==> src/rtl/dc_trim_filter.sv <==
module dc_trim_filter #(
  parameter int CH = 4,
  parameter int W  = 24,
  parameter int K  = 12,
  localparam int CW = (CH > 1) ? $clog2(CH) : 1,
  localparam int AW = W + K + 2
) (
  input  logic                clk,
  input  logic                rst_n,
  input  logic                in_valid,
  input  logic [CW-1:0]       in_ch,
  input  logic signed [W-1:0] in_data,
  input  logic [CH-1:0]       hold,
  output logic                out_valid,
  output logic [CW-1:0]       out_ch,
  output logic signed [W-1:0] out_data
);

  localparam logic signed [AW-1:0] SMAX = {{(AW-W+1){1'b0}}, {(W-1){1'b1}}};
  localparam logic signed [AW-1:0] SMIN = {{(AW-W+1){1'b1}}, {(W-1){1'b0}}};

  logic signed [AW-1:0] acc [CH];
  logic signed [AW-1:0] cur, xs, xe, est, nxt, res;
  logic signed [W-1:0]  sat;

  assign cur = acc[in_ch];
  assign xe  = {{(AW-W){in_data[W-1]}}, in_data};
  assign xs  = {{(AW-W-K){in_data[W-1]}}, in_data, {K{1'b0}}};
  assign nxt = cur + ((xs - cur) >>> K);
  assign est = cur >>> K;
  assign res = xe - est;
  assign sat = (res > SMAX) ? SMAX[W-1:0] :
               (res < SMIN) ? SMIN[W-1:0] : res[W-1:0];

  always_ff @(posedge clk or negedge rst_n) begin
    if (!rst_n) begin
      for (int c = 0; c < CH; c++) acc[c] <= '0;
      out_valid <= 1'b0;
      out_ch    <= '0;
      out_data  <= '0;
    end else begin
      out_valid <= in_valid;
      if (in_valid) begin
        out_ch   <= in_ch;
        out_data <= sat;
        if (!hold[in_ch]) acc[in_ch] <= nxt;
      end
    end
  end

  a_r8_valid_follows: assert property (@(posedge clk) disable iff (!rst_n)
    out_valid == $past(in_valid));

  a_r2_channel_echo: assert property (@(posedge clk) disable iff (!rst_n)
    $past(in_valid) |-> out_ch == $past(in_ch));

  for (genvar c = 0; c < CH; c++) begin : g_chk
    a_r4_r5_acc_untouched: assert property (@(posedge clk) disable iff (!rst_n)
      !(in_valid && in_ch == CW'(c) && !hold[c]) |=> $stable(acc[c]));
  end

  a_r7_saturated: assert property (@(posedge clk) disable iff (!rst_n)
    ($past(in_valid) && $past(res) > SMAX) |-> out_data == SMAX[W-1:0]);

endmodule

==> config.mk <==
export PLATFORM = sky130hd
export DESIGN_NAME = dc_trim_filter
export DESIGN_NICKNAME = d
export VERILOG_FILES = /design/src/rtl/dc_trim_filter.sv
export SDC_FILE = /design/constraint.sdc
export NUM_CORES = 1
export LEC_CHECK = 0
export ABC_AREA = 1
export BUFFER_PORTS_ARGS = -buffer_cell sky130_fd_sc_hd__buf_2
export CORE_ASPECT_RATIO = 1.5
export CORE_MARGIN = 2
export CORE_UTILIZATION = 57
export DETAILED_ROUTE_END_ITERATION = 16
export GPL_TIMING_DRIVEN = 0
export PLACE_DENSITY_LB_ADDON = 0.05
export SLEW_MARGIN = 30
export SYNTH_ARGS = -nofsm -noshare
export SYNTH_HDL_FRONTEND = slang
export SYNTH_SLANG_ARGS = --single-unit
==> constraint.sdc <==
create_clock -name clk -period 4.2 [get_ports clk]
set_input_delay 0.84 -clock clk [delete_from_list [all_inputs] [get_ports clk]]
set_output_delay 0.84 -clock clk [all_outputs]
set_load 0.02 [all_outputs]
==> flow_metrics.tcl, run 1 <==
set metrics [dict create \
    syn_inst 1779 \
    ys_seq_elements 179 \
    ctsLongestPathBuffers 2 \
    cts.htree.levels 4 \
    grt_remaining_overflow 9 \
    port_buffers 58 \
    hpwlAfterDp_um 36100 \
    die_w_um 126 \
    globalRouteTotalUtil_pct 65.6 \
    ios 60 \
    cts_root_buf "clkbuf_16" \
    syn_area_um2 12700 \
    ys_types 48 \
    cts_buffers 17 \
    rows 66 \
    syn_area_per_cell_um2 7.14 \
    synth_fp_nets 1879 \
    stop_error "[ERROR GRT-0232] Routing congestion too high. Check the congestion heatmap in the GUI." \
    run_status "stopped before the end" \
    place_congestion 1.00 \
    synth-async-reset-ratio_pct 100 \
    grt_max_degree 69 \
    clkSinkCount 179 \
    synth_edf_count 0 \
    yosys.area.top_type "dfrtp_1" \
    grt-worst-endpoint "acc[110]$_DFFE_PN0P_/D" \
    ys_seq_area_share_pct 35.3 \
    synth_area_leaders "dfrtp_1, nand2_1, o21ai_0" \
    place_inst 2111 \
    yosysWarnings 0 \
    synth_top_area_share_pct 35.3 \
    die_h_um 187 \
    lastStage "global routing" \
    yosys_most_used_dff "dfrtp_1" \
    worstEpCategory "register input" \
    start_util_pct 58.3 \
]
-- layer usage --
metal,GRT overflow,track usage [%]
met4,6,65.8
met3,0,44.7
met5,0,8.82
met2,3,88.9
met1,0,63.1
-- cell usage after synthesis (all sizes together), types with 3 or more instances --
master / count
clkbuf: 37
nand3: 93
or2: 5
a21boi: 3
o21a: 6
and2: 14
o22ai: 6
a21o: 7
a221oi: 8
nor4: 5
buf: 15
nor2: 155
a31oi: 12
nand2: 483
inv: 214
ha: 65
dfrtp: 179
a22oi: 29
nand4: 14
nor3: 14
o21bai: 20
and3: 3
xor2: 46
o211ai: 4
a21oi: 119
a22o: 5
o21ai: 183
xnor2: 26
-- repair_timing --
item	4_1_cts
endpoints found under the setup margin	159
pin swaps	151
cloned	3
buffers inserted	173
hold buffers	0
gates resized for setup	493
-- cells by family after synthesis --
| family | share of synthesized area, % |
|---|---|
| and+or+nand+nor | 26.2 |
| AOI/OAI and AO/OA | 18.4 |
| buffers and inverters | 8.40 |
| DFF | 35.3 |
| xor gates and xnor gates | 4.96 |
| adders and majority gates | 6.72 |
-- metrics by stage --
| stage | instance area [µm²] | setup TNS, ps | setup slack (ps) | hold slack, ps |
|---|---|---|---|---|
| after floorplan | 13400 | -22440 | -342 | 442 |
| after global placement | 14000 | -290760 | -1730 | 455 |
| after detailed placement | 14100 | -209580 | -1690 | 465 |
| after CTS | 18100 | -28790 | -470 | 304 |
==> run 2, diff against run 1 <==
Settings changed: CORE_ASPECT_RATIO 1.5 to unset, CORE_UTILIZATION 57 to 40, PLACE_DENSITY_LB_ADDON 0.05 to 0.15.
Clock period 4.2 ns to 5.45 ns, I/O delays scaled along.
==> flow_metrics.tcl, run 2 <==
set metrics [dict create \
    ctsLongestPathBuffers 2 \
    drv_slew 0 \
    r2r_slack_ps 990 \
    setup.worst_path.start_class "input port" \
    grt_remaining_overflow 0 \
    max_slew_margin_pct 40.9 \
    final_common_cell "nand2_1" \
    run_status "finished, final reports clean" \
    final_cell_mix "nand2_1, inv_1, dfrtp_1" \
    fin_ws_ps 94.1 \
    yosysWarnings 0 \
    worst_slew_pin_slew_ps 887 \
    nets 2003 \
    hold_end "acc[81]" \
    ys_seq_area_share_pct 35.3 \
    drc 0 \
    grt_max_degree 86 \
    setup_viol 0 \
    syn_area_per_cell_um2 7.14 \
    clkSinkCount 179 \
    antenna_found_initial 2 \
    critPathMaxStageDelay_ps 390 \
    regMostFlops "acc" \
    yosys_most_used_dff "dfrtp_1" \
    synth_top_area_share_pct 35.3 \
    ys_seq_elements 179 \
    synth_edf_count 0 \
    port_buffers 58 \
    pre_cts_slack_ps -2200 \
    synth_most_common_cell "nand2_1" \
    hpwlAfterDp_um 37900 \
    cts_root_buf "clkbuf_16" \
    start_util_pct 40.5 \
    drt-wirelength-per-cell_um 21.1 \
    die_h_um 182 \
    rows 65 \
    cp_max_fo 9 \
    antennaDiodeCount 0 \
    die_w_um 182 \
    yosys.area.top_type "dfrtp_1" \
    ios 60 \
    clkTransAtPathRegs_ps 70 \
    routed_wl_um 48900 \
    arrival_ps 5710 \
    critPathKind "in2reg" \
    hold_class "reg2reg" \
    place_congestion 0.988 \
    reg_top3 "acc (152), out_data (24), out_ch (2)" \
    slowest_stage "ha_2" \
    cts_tree "done" \
    synth_common_cells "nand2_1, inv_1, dfrtp_1" \
    rsz0062_at_grt "yes" \
    grt_pass1_wl_um 73500 \
    syn_area_um2 12700 \
    cap_violations 0 \
    synth-async-reset-ratio_pct 100 \
    synth_area_leaders "dfrtp_1, nand2_1, o21ai_0" \
    r2r-end "acc[107]" \
    globalRouteTotalUtil_pct 29.4 \
    worstSetupStartpoint "in_ch[0]" \
    grt_pass1_vias 12363 \
    syn2layout_area_growth_pct 27.4 \
    end_kind "flop" \
    reg2reg_from "acc[7]" \
    ys_types 48 \
    largest_reg_flops 152 \
    viasPerCell 5.53 \
    post-route-period-util_pct 98.3 \
    core_um2 31400 \
    drive_gt1_share_pct 22.8 \
    die-area_um2 33200 \
    ctsHoldBuffers 0 \
    syn_inst 1779 \
    cp_common_cell "nand2_1" \
    fin_crit_ps 5360 \
    r2r_cells 27 \
    fmax_ghz 0.187 \
    ant_nets 0 \
    clk-insertion-delay-late_ps 450 \
    vias 12817 \
    cts_buffers 17 \
    hp-start "acc[81]" \
    hold_depth 2 \
    drt_pass1_iterations 6 \
    final-hold-violation-count 0 \
    cp_data_required_time_ps 5800 \
    cts.htree.levels 4 \
    finalClockSkew_ps 17.9 \
    synth_fp_nets 1879 \
    drt-initial-drc-count 1123 \
]
run 2: cell counts after synthesis:
Identical to the previous run, type by type.
run 2: cell families after synthesis:
family / synth area share, %
AO/OA/AOI/OAI: 18.4
XOR/XNOR: 4.96
adder cells (fa/ha/maj): 6.72
buffers and inverters: 8.40
flip-flops: 35.3
AND/OR/NAND/NOR: 26.2
run 2: timing repair:
item	CTS	global route
pin swaps	18	42
setup endpoints to repair	157	110
gates cloned	0	0
setup buffers	15	30
gates resized for setup	182	174
run 2: worst max path at each step:
stage | slack, ps | endpoint
floorplan | 10 | acc[149]
CTS | 0.3 | acc[112]
global route | -50 | acc[63]
detailed placement | -2200 | acc[150]
finish | 90 | acc[107]
global placement | -2190 | acc[112]
run 2: area by class of cell:
type,instances,area [µm²]
buffer,52,384
clock buffer,20,457
clock inverter,12,166
fill,3027,15200
inverter,214,808
multi-input combinational,1334,8670
sequential,179,4480
tap,402,503
timing repair buffer,105,717
run 2: critical path, delay by kind of cell:
family                   cells  cell delay [ps]
buffers and inverters        7              900
XOR/XNOR                     1              310
AO/OA/AOI/OAI                5              830
AND/OR/NAND/NOR             18             2180
adder cells (fa/ha/maj)      1              390
run 2: layer usage:
layer | global-route usage (%) | vias to the layer above | wire length [µm]
met5 | 0 | - | 0
met4 | 10.9 | 0 | 1940
met3 | 4.37 | 84 | 2920
met2 | 49.0 | 409 | 22800
met1 | 38.6 | 6241 | 21200
li1 | - | 6083 | -
run 2: through the flow:
stage / cells / setup TNS (ps) / hold slack, ps / util (%) / cell area (µm²)
after floorplan: 1779 / 0 / 442 / - / 12700
after global placement: 2239 / -233370 / 458 / 43.0 / 13500
after detailed placement: 2241 / -230580 / 459 / 43.2 / 13600
after CTS: 2288 / 0 / 477 / 48.5 / 15200
after global routing: 2318 / -595 / 502 / 51.6 / 16200
final: 2318 / 0 / 475 / 51.6 / 16200
Power of run 2 is left out: the tool's default activity adds up to more than one toggle a clock period on the data nets, which glitch-free logic cannot reach.
